### src/rtl/nbs_pkg.sv
package nbs_pkg;
  localparam int BYTE_W = 8;

  typedef enum logic [2:0] {
    OP_CMD  = 3'd0,
    OP_ADDR = 3'd1,
    OP_WR   = 3'd2,
    OP_RD   = 3'd3,
    OP_STBY = 3'd4
  } nbs_op_e;

  typedef enum logic [2:0] {
    ST_IDLE  = 3'd0,
    ST_SETUP = 3'd1,
    ST_LOW   = 3'd2,
    ST_HIGH  = 3'd3,
    ST_STBY  = 3'd4
  } nbs_st_e;
endpackage

### src/rtl/nbs_phase_timer.sv
// Down-counter for strobe phases and standby; loads are clamped to a floor.
module nbs_phase_timer #(
  parameter int TW   = 16,
  parameter int MINW = 2
) (
  input  logic          clk,
  input  logic          rst_n,
  input  logic          load,
  input  logic [TW-1:0] load_val,
  output logic          expire
);
  localparam logic [TW-1:0] FLOOR = TW'(MINW);

  logic [TW-1:0] cnt_q, cnt_d;

  always_comb begin
    cnt_d = cnt_q;
    if (load) begin
      cnt_d = (load_val < FLOOR) ? FLOOR : load_val;
    end else if (cnt_q != '0) begin
      cnt_d = cnt_q - TW'(1);
    end
  end

  always_ff @(posedge clk or negedge rst_n) begin
    if (!rst_n) cnt_q <= '0;
    else        cnt_q <= cnt_d;
  end

  assign expire = (cnt_q == TW'(1));


  timer_floor_chk: assert property (@(posedge clk) disable iff (!rst_n)
    load |=> (cnt_q >= FLOOR));
endmodule

### src/rtl/nbs_pin_map.sv
// Decodes bus pin levels from the sequencer state and the current operation.
module nbs_pin_map import nbs_pkg::*; (
  input  logic    clk,
  input  logic    rst_n,
  input  nbs_st_e st,
  input  nbs_op_e op,
  output logic    ce_n,
  output logic    cle,
  output logic    ale,
  output logic    we_n,
  output logic    re_n,
  output logic    dq_oe
);
  logic active, strobe;

  assign active = (st == ST_SETUP) || (st == ST_LOW) || (st == ST_HIGH);
  assign strobe = (st == ST_LOW);

  assign ce_n  = !active;
  assign cle   = active && (op == OP_CMD);
  assign ale   = active && (op == OP_ADDR);
  assign we_n  = !(strobe && (op != OP_RD));
  assign re_n  = !(strobe && (op == OP_RD));
  assign dq_oe = active && (op != OP_RD);


  latch_excl_chk: assert property (@(posedge clk) disable iff (!rst_n)
    !(cle && ale));


  strobe_excl_chk: assert property (@(posedge clk) disable iff (!rst_n)
    !(!we_n && !re_n));


  read_oe_chk: assert property (@(posedge clk) disable iff (!rst_n)
    !re_n |-> !dq_oe);
endmodule

### src/rtl/nand_bus_seq.sv
module nand_bus_seq import nbs_pkg::*; #(
  parameter int PW      = 4,
  parameter int SW      = 16,
  parameter int LW      = 8,
  parameter int COL_W   = 12,
  parameter int ROW_W   = 19,
  parameter int COL_CYC = 2,
  parameter int ROW_CYC = 3
) (
  input  logic                   clk,
  input  logic                   rst_n,
  input  logic                   req_valid,
  output logic                   req_ready,
  input  logic [2:0]             req_op,
  input  logic                   req_modify,
  input  logic [BYTE_W-1:0]      req_byte,
  input  logic [COL_W+ROW_W-1:0] req_addr,
  input  logic [LW-1:0]          req_len,
  output logic                   busy,
  output logic                   req_denied,
  input  logic [BYTE_W-1:0]      wr_byte,
  output logic                   wr_take,
  output logic [BYTE_W-1:0]      rd_data,
  output logic                   rd_valid,
  input  logic                   prot_en,
  input  logic [PW-1:0]          cfg_lo,
  input  logic [PW-1:0]          cfg_hi,
  input  logic [SW-1:0]          cfg_standby,
  output logic                   fl_ce_n,
  output logic                   fl_cle,
  output logic                   fl_ale,
  output logic                   fl_we_n,
  output logic                   fl_re_n,
  output logic                   fl_wp_n,
  output logic [BYTE_W-1:0]      fl_dq_o,
  output logic                   fl_dq_oe,
  input  logic [BYTE_W-1:0]      fl_dq_i
);
  localparam int ADDR_W   = COL_W + ROW_W;
  localparam int ADDR_CYC = COL_CYC + ROW_CYC;
  localparam int ASH_W    = ADDR_CYC * BYTE_W;
  localparam int COL_PAD  = COL_CYC * BYTE_W - COL_W;
  localparam int ROW_PAD  = ROW_CYC * BYTE_W - ROW_W;
  localparam int TW       = (SW > PW) ? SW : PW;

  // reset: asserted asynchronously, released on the clock
  logic [1:0] rs_q;
  logic       srst_n;
  always_ff @(posedge clk or negedge rst_n) begin
    if (!rst_n) rs_q <= '0;
    else        rs_q <= {rs_q[0], 1'b1};
  end
  assign srst_n = rs_q[1];

  nbs_st_e            st_q, st_d;
  nbs_op_e            op_q, op_n;
  logic [LW-1:0]      idx_q, last_q, last_n;
  logic [BYTE_W-1:0]  dq_q, dq_n, rd_q;
  logic [ASH_W-1:0]   ash_q, ash_load;
  logic               rd_vld_q, den_q;
  logic               acc, modify, refuse, advance, capture;
  logic               tmr_load, tmr_exp;
  logic [TW-1:0]      tmr_val;

  always_comb begin
    case (req_op)
      3'd0:    op_n = OP_CMD;
      3'd1:    op_n = OP_ADDR;
      3'd2:    op_n = OP_WR;
      3'd3:    op_n = OP_RD;
      default: op_n = OP_STBY;
    endcase
  end

  assign req_ready = (st_q == ST_IDLE);
  assign busy      = !req_ready;
  assign acc       = req_valid && req_ready;
  assign modify    = (op_n == OP_WR) || ((op_n == OP_CMD) && req_modify);
  assign refuse    = prot_en && modify;

  assign ash_load = {{ROW_PAD{1'b0}}, req_addr[ADDR_W-1:COL_W],
                     {COL_PAD{1'b0}}, req_addr[COL_W-1:0]};

  always_comb begin
    case (op_n)
      OP_ADDR:      last_n = LW'(ADDR_CYC - 1);
      OP_WR, OP_RD: last_n = req_len;
      default:      last_n = '0;
    endcase
  end

  // next-state and phase timing
  always_comb begin
    st_d     = st_q;
    tmr_load = 1'b0;
    tmr_val  = '0;
    advance  = 1'b0;
    capture  = 1'b0;
    case (st_q)
      ST_IDLE: if (acc && !refuse) begin
        if (op_n == OP_STBY) begin
          st_d     = ST_STBY;
          tmr_load = 1'b1;
          tmr_val  = TW'(cfg_standby);
        end else begin
          st_d = ST_SETUP;
        end
      end
      ST_SETUP: begin
        st_d     = ST_LOW;
        tmr_load = 1'b1;
        tmr_val  = TW'(cfg_lo);
      end
      ST_LOW: if (tmr_exp) begin
        st_d     = ST_HIGH;
        tmr_load = 1'b1;
        tmr_val  = TW'(cfg_hi);
        capture  = (op_q == OP_RD);
      end
      ST_HIGH: if (tmr_exp) begin
        if (idx_q == last_q) begin
          st_d = ST_IDLE;
        end else begin
          st_d     = ST_LOW;
          tmr_load = 1'b1;
          tmr_val  = TW'(cfg_lo);
          advance  = 1'b1;
        end
      end
      ST_STBY: if (tmr_exp) st_d = ST_IDLE;
      default: st_d = ST_IDLE;
    endcase
  end

  // byte placed on the bus for the next strobe
  always_comb begin
    dq_n = dq_q;
    if (acc && !refuse) begin
      case (op_n)
        OP_CMD:  dq_n = req_byte;
        OP_ADDR: dq_n = ash_load[BYTE_W-1:0];
        OP_WR:   dq_n = wr_byte;
        default: dq_n = dq_q;
      endcase
    end else if (advance) begin
      case (op_q)
        OP_ADDR: dq_n = ash_q[2*BYTE_W-1:BYTE_W];
        OP_WR:   dq_n = wr_byte;
        default: dq_n = dq_q;
      endcase
    end
  end

  always_ff @(posedge clk or negedge srst_n) begin
    if (!srst_n) begin
      st_q     <= ST_IDLE;
      op_q     <= OP_CMD;
      idx_q    <= '0;
      last_q   <= '0;
      dq_q     <= '0;
      ash_q    <= '0;
      rd_q     <= '0;
      rd_vld_q <= 1'b0;
      den_q    <= 1'b0;
    end else begin
      st_q     <= st_d;
      dq_q     <= dq_n;
      rd_vld_q <= capture;
      den_q    <= acc && refuse;
      if (acc) begin
        op_q   <= op_n;
        last_q <= last_n;
        idx_q  <= '0;
        ash_q  <= ash_load;
      end else if (advance) begin
        idx_q  <= idx_q + LW'(1);
        ash_q  <= ash_q >> BYTE_W;
      end
      if (capture) rd_q <= fl_dq_i;
    end
  end

  nbs_phase_timer #(.TW(TW), .MINW(2)) u_timer (
    .clk      (clk),
    .rst_n    (srst_n),
    .load     (tmr_load),
    .load_val (tmr_val),
    .expire   (tmr_exp)
  );

  nbs_pin_map u_pins (
    .clk   (clk),
    .rst_n (srst_n),
    .st    (st_q),
    .op    (op_q),
    .ce_n  (fl_ce_n),
    .cle   (fl_cle),
    .ale   (fl_ale),
    .we_n  (fl_we_n),
    .re_n  (fl_re_n),
    .dq_oe (fl_dq_oe)
  );

  assign wr_take    = (acc && !refuse && (op_n == OP_WR)) || (advance && (op_q == OP_WR));
  assign fl_wp_n    = !prot_en;
  assign fl_dq_o    = dq_q;
  assign rd_data    = rd_q;
  assign rd_valid   = rd_vld_q;
  assign req_denied = den_q;


  refuse_idle_chk: assert property (@(posedge clk) disable iff (!srst_n)
    (acc && refuse) |=> (!busy && fl_ce_n));


  start_ce_chk: assert property (@(posedge clk) disable iff (!srst_n)
    (acc && !refuse && (op_n != OP_STBY)) |=> (!fl_ce_n && fl_we_n && fl_re_n));


  stby_ce_chk: assert property (@(posedge clk) disable iff (!srst_n)
    (st_q == ST_STBY) |-> fl_ce_n);


  take_strobe_chk: assert property (@(posedge clk) disable iff (!srst_n)
    (wr_take && !acc) |=> !fl_we_n);
endmodule

### config.mk
export PLATFORM = sky130hd
export DESIGN_NAME = nand_bus_seq
export DESIGN_NICKNAME = d
export VERILOG_FILES = /design/src/rtl/nbs_pkg.sv /design/src/rtl/nbs_phase_timer.sv /design/src/rtl/nbs_pin_map.sv /design/src/rtl/nand_bus_seq.sv
export SDC_FILE = /design/constraint.sdc
export NUM_CORES = 1
export LEC_CHECK = 0
export CAP_MARGIN = 20
export CORE_MARGIN = 5
export CORE_UTILIZATION = 49
export CTS_CLUSTER_DIAMETER = 120
export CTS_CLUSTER_SIZE = 16
export DETAILED_ROUTE_END_ITERATION = 10
export GPL_ROUTABILITY_DRIVEN = 0
export HOLD_SLACK_MARGIN = 0.1
export PLACE_DENSITY = 0.92
export SYNTH_ARGS = -nofsm -noshare
export SYNTH_HDL_FRONTEND = slang
export SYNTH_SLANG_ARGS = --single-unit
export TNS_END_PERCENT = 10
### constraint.sdc
create_clock -name clk -period 3.3 [get_ports clk]
set_input_delay 0.66 -clock clk [delete_from_list [all_inputs] [get_ports clk]]
set_output_delay 0.66 -clock clk [all_outputs]
set_load 0.02 [all_outputs]
==> After elaboration in Yosys (flattened, before gate mapping) <==
Index checks and enable logic that the tools add are counted.
{ "word_totals": {"reg_bits": 98, "input_bits": 95, "output_inout_bits": 28, "word_cells": 105} }
{ "op_classes": {"addsub": 2, "n_lt_le_gt_ge": 1, "eq_ne": 22, "mux": 35, "n_reduce_logical": 34} }
{ "op_table": {"columns": ["cell", "n"], "rows": [
  ["16-bit 2-to-1 mux", 5],
  ["40-bit 2-to-1 mux", 2],
  ["16-bit one-hot mux with 4 select lines", 1],
  ["8-bit 2-to-1 mux", 4],
  ["8-bit one-hot mux with 2 select lines", 2],
  ["3-bit by 2-bit equality test with 1-bit output, second input constant", 8],
  ["8-bit one-hot mux with 3 select lines", 1],
  ["16-bit by 1-bit equality test with 1-bit output, second input constant", 1],
  ["16-bit by 2-bit less-than comparator with 1-bit output, second input constant", 1],
  ["16-bit nonzero test", 1],
  ["16-bit by 1-bit subtractor with 16-bit output, second input constant", 1],
  ["3-bit 2-to-1 mux", 5],
  ["3-bit one-hot mux with 5 select lines", 1],
  ["3-bit by 1-bit equality test with 1-bit output, second input constant", 4],
  ["1-bit logical AND", 12],
  ["3-bit logical NOT", 4],
  ["4-bit 2-to-1 mux", 3],
  ["3-bit one-hot mux with 4 select lines", 1],
  ["8-bit by 1-bit adder with 8-bit output, second input constant", 1],
  ["8-bit equality test", 1],
  ["1-bit 2-to-1 mux", 8],
  ["3-bit equality test, second input constant", 2],
  ["1-bit logical NOT", 6],
  ["2-bit != test, second input constant", 3],
  ["other kinds (11)", 16]
]} }

==> Longest topological paths before layout <==
Gate-level depths: netlist of the first run.
{ "depth": {"ltp_word": 13, "ltp_mapped": 9, "depth_no_buf": 8} }

==> Cells and area by module <==
Synthesis of the first run repeated with hierarchy kept, for this count alone.
{ "hier_totals": {"hier_cells": 500, "hier_area_um2": 4750.8} }
{ "modules_own_cells": {"columns": ["module", "n_inst", "cells_each", "area_per_inst_um2", "seq_area_each_um2"], "rows": [
  ["nand_bus_seq", 1, 377, 3601.0, 1726.7],
  ["nbs_phase_timer", 1, 115, 1081.0, 400.4],
  ["nbs_pin_map", 1, 8, 68.8, 0.0]
]} }

==> Least setup slack after synthesis of the first run <==
No wires, ideal clock.
{ "synth_timing": {"kind": "register to output", "startpoint": "register st_q[1]", "endpoint": "output fl_ale", "t_arrival_ps": 2052, "required_time_ps": 2640, "path_slack_ps": 588, "path_stages_with_launch": 6, "n_path_buf": 2, "path_cell_list": "dfrtp_1 clkbuf_1 nor2_1 or2_2 clkbuf_1 nor4b_1"} }
{ "synth_via": {"elab_chain_cells": 4, "elab_cells_between_ends": 6, "classes_between": "eq/ne: 3; reduce/logical: 3"} }
{ "synth_rtl": {"columns": ["item", "line", "rtl"], "rows": [
  ["from (decl)", "nand_bus_seq.sv:55", "nbs_st_e st_q, st_d;"],
  ["from (signal assigned)", "nand_bus_seq.sv:166", "st_q <= st_d;"],
  ["3-bit by 1-bit equality test with 1-bit output or 3-bit by 2-bit equality test with 1-bit output (tied branches)", "nbs_pin_map.sv:16", "assign active = (st == ST_SETUP) || (st == ST_LOW) || (st == ST_HIGH);"],
  ["1-bit logical OR", "nbs_pin_map.sv:16", null],
  ["1-bit logical OR (*)", "nbs_pin_map.sv:16", null],
  ["1-bit logical AND (*)", "nbs_pin_map.sv:21", "assign ale = active && (op == OP_ADDR);"],
  ["to (decl)", "nand_bus_seq.sv:31", "output logic fl_ale,"]
]} }
Every way passes the cells marked *; elsewhere a longest branch is shown, timed or not.

==> Worst setup path after layout of the first run <==
{ "layout_timing": {"startpoint": "input req_valid", "endpoint": "output wr_take"} }
{ "layout_via": {"elab_chain_cells": 4} }
{ "layout_rtl": {"columns": ["item", "line", "rtl"], "rows": [
  ["from (decl)", "nand_bus_seq.sv:12", "input logic req_valid,"],
  ["1-bit logical AND", "nand_bus_seq.sv:77", "assign acc = req_valid && req_ready;"],
  ["1-bit logical AND (2 in series)", "nand_bus_seq.sv:204", "assign wr_take = (acc && !refuse && (op_n == OP_WR)) || (advance && (op_q == OP_WR));"],
  ["1-bit logical OR", "nand_bus_seq.sv:204", null],
  ["to (decl)", "nand_bus_seq.sv:22", "output logic wr_take,"]
]} }
Every way passes these cells.

==> qor.csv, run 1 <==
metric,value,unit
status,"complete, no violations",
routed len/inst,17.05,µm
initial DRC count,282,
Area growth syn-to-layout,36.13,%
first-pass GRT wire length,20620,µm
slowest CP cell,clkdlybuf4s50_1,
cells after synthesis,482,
multi-input combinational cell area,2300,µm²
CTS Root Cell,clkbuf_8,
Fin. Hold Viols,0,
# clock sinks,85,
Die Wd,106.2,µm
nets,706,
"FF+latch count, synth",85,
Pwr Total,4389,µW
"Top FF cell, synth",dfrtp_1,
Ys Warns,0,
DRC viols,0,
number of buffers and inverters on the critical path,2,
Mapped Avg Cell Area,9.413,µm²
Reg area,2131,µm²
crit path max fanout,2,
Top delay family on crit path,buffers and inverters,
IO Count,123,
CP required,2640,ps
Setup CP Type,primary input to output pin,
PwrDens,710.7,nW/µm²
Reg2Reg Capture Point,u_timer.cnt_q[2]$_DFFE_PN0P_,
"Slew Viols, Final",0,
achievable frequency,323.9,MHz
largest net degree at the start of global routing,84,
post-route insts no fill,724,
CP Cell Sequence,clkdlybuf4s50_1 -> nor4b_4 -> o41ai_2 -> or3_1 -> o21ai_0 -> dlygate4sd2_1,
DIE HEIGHT,106.2,µm
Hold Path Class,flop to async pin,
"most common cell after layout, fill and taps aside",clkdlybuf4s50_1,
Max stage delay on crit path,490,ps
Initial Utilization,0.4957,
"Remaining Overflow, GRT",0,
1st-pass router iterations,6,
core footprint,9153,µm²
"Arr. time, crit path",2430,ps
placed cells,707,
post-synthesis sequential area ratio,0.4688,
Max VDD drop,0.2849,mV
Syn Nets,580,
fraction of layout cells with a size suffix above 1,0.1077,
Setup Viol. Count Final,0,
die area,11280,µm²
Vias,4183,
initial antenna violation count,0,
Final Cell Area,6176,µm²
antenna cells,0,
fin crit period,3088,ps
Routed WL,12340,µm
Worst-Margin Slew,683.3,ps
number of fill cells,674,
Post-synth EDFFs,0,
dpl ws,-53.18,ps
Netlist Area Pre-Place,4537,µm²
CTS HTree Levels,3,
CTS tree,done,
crit end category,output pin,
CTS buffer count,9,
clock tree buffer depth,2,
routed vias/inst,5.778,
dpl hpwl,9189,µm
vias in the first global route,4266,
"commonest cells after routing, fill and taps aside","clkdlybuf4s50_1 (121), nand2_1 (96), dfrtp_1 (84)",
Clock Skews,12.23,ps
Slew headroom,0.5411,
synth unique cells,58,
P_leak,0.002757,µW
Routed Antenna Nets,0,
"CTS clk-pin slew, worst paths",90,ps
Startpoint Class,primary input,
final worst slack,212.2,ps
"Hold-fix buffers, CTS",0,
# rows,35,
DP Area,5933,µm²
Total Routing Usage GR,0.2237,
"Period Utilization, post-route",0.9357,
PortBufs,122,
clk_lat worst skew,360,ps
RSZ-0062 raised after global routing,false,
FF-to-FF path depth,8,
Crit Reg-Reg Startpoint,u_timer.cnt_q[1]$_DFFE_PN0P_,
async set-reset flop share out of synthesis,1.000,
fin util,0.6748,
reg-to-reg setup timing slack,670,ps
# Max-Cap Violations,0,
per-stage QoR:
step                      hold WS [ps]  setup TNS [ps]
after floorplan                  331.2               0
after global placement           337.3               0
after detailed placement         341.1          -53.18
after CTS                        362.8               0
after global routing             200.5               0
final                            179.1               0
how the worst max path moves through the flow:
stage,startpoint,end,slack (ps),cells past startpoint
finish,req_valid,wr_take,210,6
detailed placement,req_valid,wr_take,-50,6
CTS,req_valid,wr_take,210,6
floorplan,st_q[1]$_DFFE_PN0P_,fl_ale,590,5
global placement,req_valid,wr_take,5,6
global route,u_timer.cnt_q[1]$_DFFE_PN0P_,wr_take,100,7
cells in the mapped netlist, types with 3 or more instances:
cell type	count	area share
a22oi_1	34	0.056
or3_1	7	0.0097
a211oi_1	6	0.0099
inv_1	5	0.0041
a21o_1	3	0.0050
o21ai_0	22	0.024
nor2b_1	6	0.0083
nor3_1	6	0.0066
xor2_1	10	0.019
clkbuf_1	20	0.017
a21oi_1	12	0.013
and3_1	3	0.0041
nor4_4	4	0.019
a221o_1	3	0.0066
nand4_1	7	0.0097
nor4_1	6	0.0083
nand2_1	96	0.079
mux2i_1	6	0.013
ha_1	3	0.0083
xnor2_1	15	0.029
dfrtp_1	85	0.47
nand3_1	18	0.020
nor2_1	39	0.032
buf_2	4	0.0044
mux2_2	16	0.040
a22o_1	3	0.0058
metal layers:
| metal | vias to the layer above | track usage | routed length, µm |
|---|---|---|---|
| met5 | - | 0 | 0 |
| met4 | 0 | 0.07308 | 259 |
| met3 | 27 | 0.03886 | 656 |
| met2 | 164 | 0.3805 | 6378 |
| met1 | 2009 | 0.2894 | 5049 |
| li1 | 1983 | - | - |
state kept, by name, summed over array words and instances (netlist names):
signal	flops
fl_dq_o	8
ash_q	27
u_timer.cnt_q	16
op_q	3
rd_valid	1
st_q	3
rs_q	2
idx_q	8
req_denied	1
rd_data	8
last_q	8
logic make-up (layout without fill, tap and decap cells):
kind of cell	count (synthesis)	in the layout	synth area share
compound gates	104	104	0.1611
xor+xnor	25	25	0.04826
fa+ha+maj	3	3	0.008274
buf+inv	30	161	0.02592
flops	85	85	0.4688
mux	22	22	0.05295
other cells	1	1	0.0008266
simple gates	212	212	0.2339
report_power, final:
part	leakage, µW	switching (µW)	internal [µW]
Combinational	0.00154	1020	868
Clock	0.000111	395	400
Sequential	0.00110	324	1380
Total	0.00276	1740	2650
area by class of cell:
cell class | instances | share of cell area
clock buffers | 11 | 0.02451
clock inverters | 5 | 0.01053
inverters | 6 | 0.003647
multi-input cells | 367 | 0.3724
flip-flops and latches | 85 | 0.3450
well taps | 111 | 0.02249
repair buffers | 139 | 0.2214
what timing repair did:
item,CTS,global route
resized for setup,1,0
buffers inserted,0,0
setup endpoints to repair,1,0
No activity file was read; power rests on OpenSTA's default activity.
==> run 2, diff against run 1 <==
CORE_MARGIN = 3   (was 5)
==> run 2 against run 1 <==
Against the previous run: worst setup slack worse by 35 ps; first-iteration DRC count is 5.7% lower; sequential power barely moved; power decreased by 0.94%; via count is 2.0% higher; final cell count decreased by 0.41%; clock skew increased by 3.1 ps.
==> qor.csv, run 2 (synthesis results as in run 1) <==
metric,value,unit
nets,706,
"most common cell after layout, fill and taps aside",clkdlybuf4s50_1,
Reg2Reg Capture Point,u_timer.cnt_q[2]$_DFFE_PN0P_,
Setup Viol. Count Final,0,
Initial Utilization,0.5127,
crit end category,output pin,
Slew headroom,0.5504,
core footprint,8848,µm²
CP required,2640,ps
fraction of layout cells with a size suffix above 1,0.1077,
Vias,4268,
antenna cells,0,
fin util,0.6967,
"Remaining Overflow, GRT",0,
DRC viols,0,
register with the most flip-flops,ash_q,
fin crit period,3123,ps
Worst-Margin Slew,669.3,ps
crit path max fanout,15,
Largest register FFs,27,
Setup CP Type,flop to output pin,
biggest regs,"ash_q x27, u_timer.cnt_q x16",
Fin. Hold Viols,0,
die area,10450,µm²
routed vias/inst,5.920,
# Max-Cap Violations,0,
# clock sinks,85,
clock tree buffer depth,2,
setup bufs post-CTS,0,
P_leak,0.002746,µW
Crit Reg-Reg Startpoint,u_timer.cnt_q[1]$_DFFE_PN0P_,
initial antenna violation count,0,
"Arr. time, crit path",2460,ps
1st-pass router iterations,4,
IO Count,123,
clk_lat worst skew,360,ps
Routed Antenna Nets,0,
Die Wd,102.2,µm
reg-to-reg setup timing slack,680,ps
final worst slack,177.2,ps
largest net degree at the start of global routing,84,
FF-to-FF path depth,8,
dpl ws,19.94,ps
"commonest cells after routing, fill and taps aside","clkdlybuf4s50_1 (121), nand2_1 (96), dfrtp_1 (84)",
Pwr Total,4348,µW
# rows,34,
Clock Skews,15.30,ps
DIE HEIGHT,102.2,µm
RSZ-0062 raised after global routing,false,
Total Routing Usage GR,0.2399,
"Hold-fix buffers, CTS",0,
CTS HTree Levels,3,
Hold Path Class,flop to async pin,
PortBufs,122,
Startpoint Class,flop,
"Slew Viols, Final",0,
vias in the first global route,4182,
"Period Utilization, post-route",0.9463,
first-pass GRT wire length,20050,µm
Max VDD drop,0.2815,mV
PwrDens,705.3,nW/µm²
Final TNS setup,0,ps
CTS Root Cell,clkbuf_8,
routed len/inst,16.84,µm
achievable frequency,320.2,MHz
CTS buffer count,9,
Routed WL,12150,µm
dpl hpwl,8927,µm
Area growth syn-to-layout,35.88,%
status,"complete, no violations",
CTS tree,done,
initial DRC count,266,
"CTS clk-pin slew, worst paths",90,ps
-- run 2: cell types whose count changed in the layout (fill, tap and decap cells not counted) --
| cell | change |
|---|---|
| inv_6 | -1 |
| clkbuf_8 | -1 |
| clkinvlp_4 | +2 |
-- run 2: critical path, cell delays in order, from the launching register on --
cell and delay (ps):
dfrtp_1 670, nor2_1 130, or2_2 350, nor4b_1 290, clkdlybuf4s50_1 670
-- run 2: metrics by stage --
stage                     instance area [µm²]  hold slack, ps  instances
after floorplan                          4537           331.2        482
after global placement                   5929           338.2        704
after detailed placement                 5929           342.0        704
after CTS                                6137           360.6        720
after global routing                     6165           333.9        721
final                                    6165           285.4        721
-- run 2: routing by layer --
metal  global-route usage  up-vias  routed length [µm]
li1                     -     1981                   -
met1               0.3169     2067                4962
met2               0.3948      188                6030
met3              0.03481       32                 810
met4               0.1049        0                 342
met5                    0        -                   0
-- run 2: final cells by class --
class / instances / area [µm²]
multi-input cells: 367 / 2300
fillers: 679 / 2684
flip-flops and latches: 85 / 2131
repair buffers: 139 / 1368
clock inverters: 6 / 71.32
inverters: 6 / 22.52
well taps: 108 / 135.1
clock buffers: 10 / 137.6
-- run 2: how the worst max path moves through the flow --
stage                     slack [ps]  endpoint           startpoint
after CTS                        200    fl_ale  st_q[1]$_DFFE_PN0P_
after global routing              50    fl_ale  st_q[1]$_DFFE_PN0P_
after detailed placement          20   wr_take            req_valid
final                            180    fl_ale  st_q[1]$_DFFE_PN0P_
after global placement            10   wr_take            req_valid
after floorplan                  590    fl_ale  st_q[1]$_DFFE_PN0P_
-- run 2: timing repair --
item,CTS,global route
hold endpoints to repair,0,0
endpoints found under the setup margin,1,0
resized for setup,1,0
-- run 2: power breakdown --
part           leakage (µW)  total [µW]  switching (µW)  internal, µW
combinational       0.00154        1850             992           860
clock             0.0000991         764             389           375
sequential          0.00110        1730             351          1380
total               0.00275        4350            1730          2620
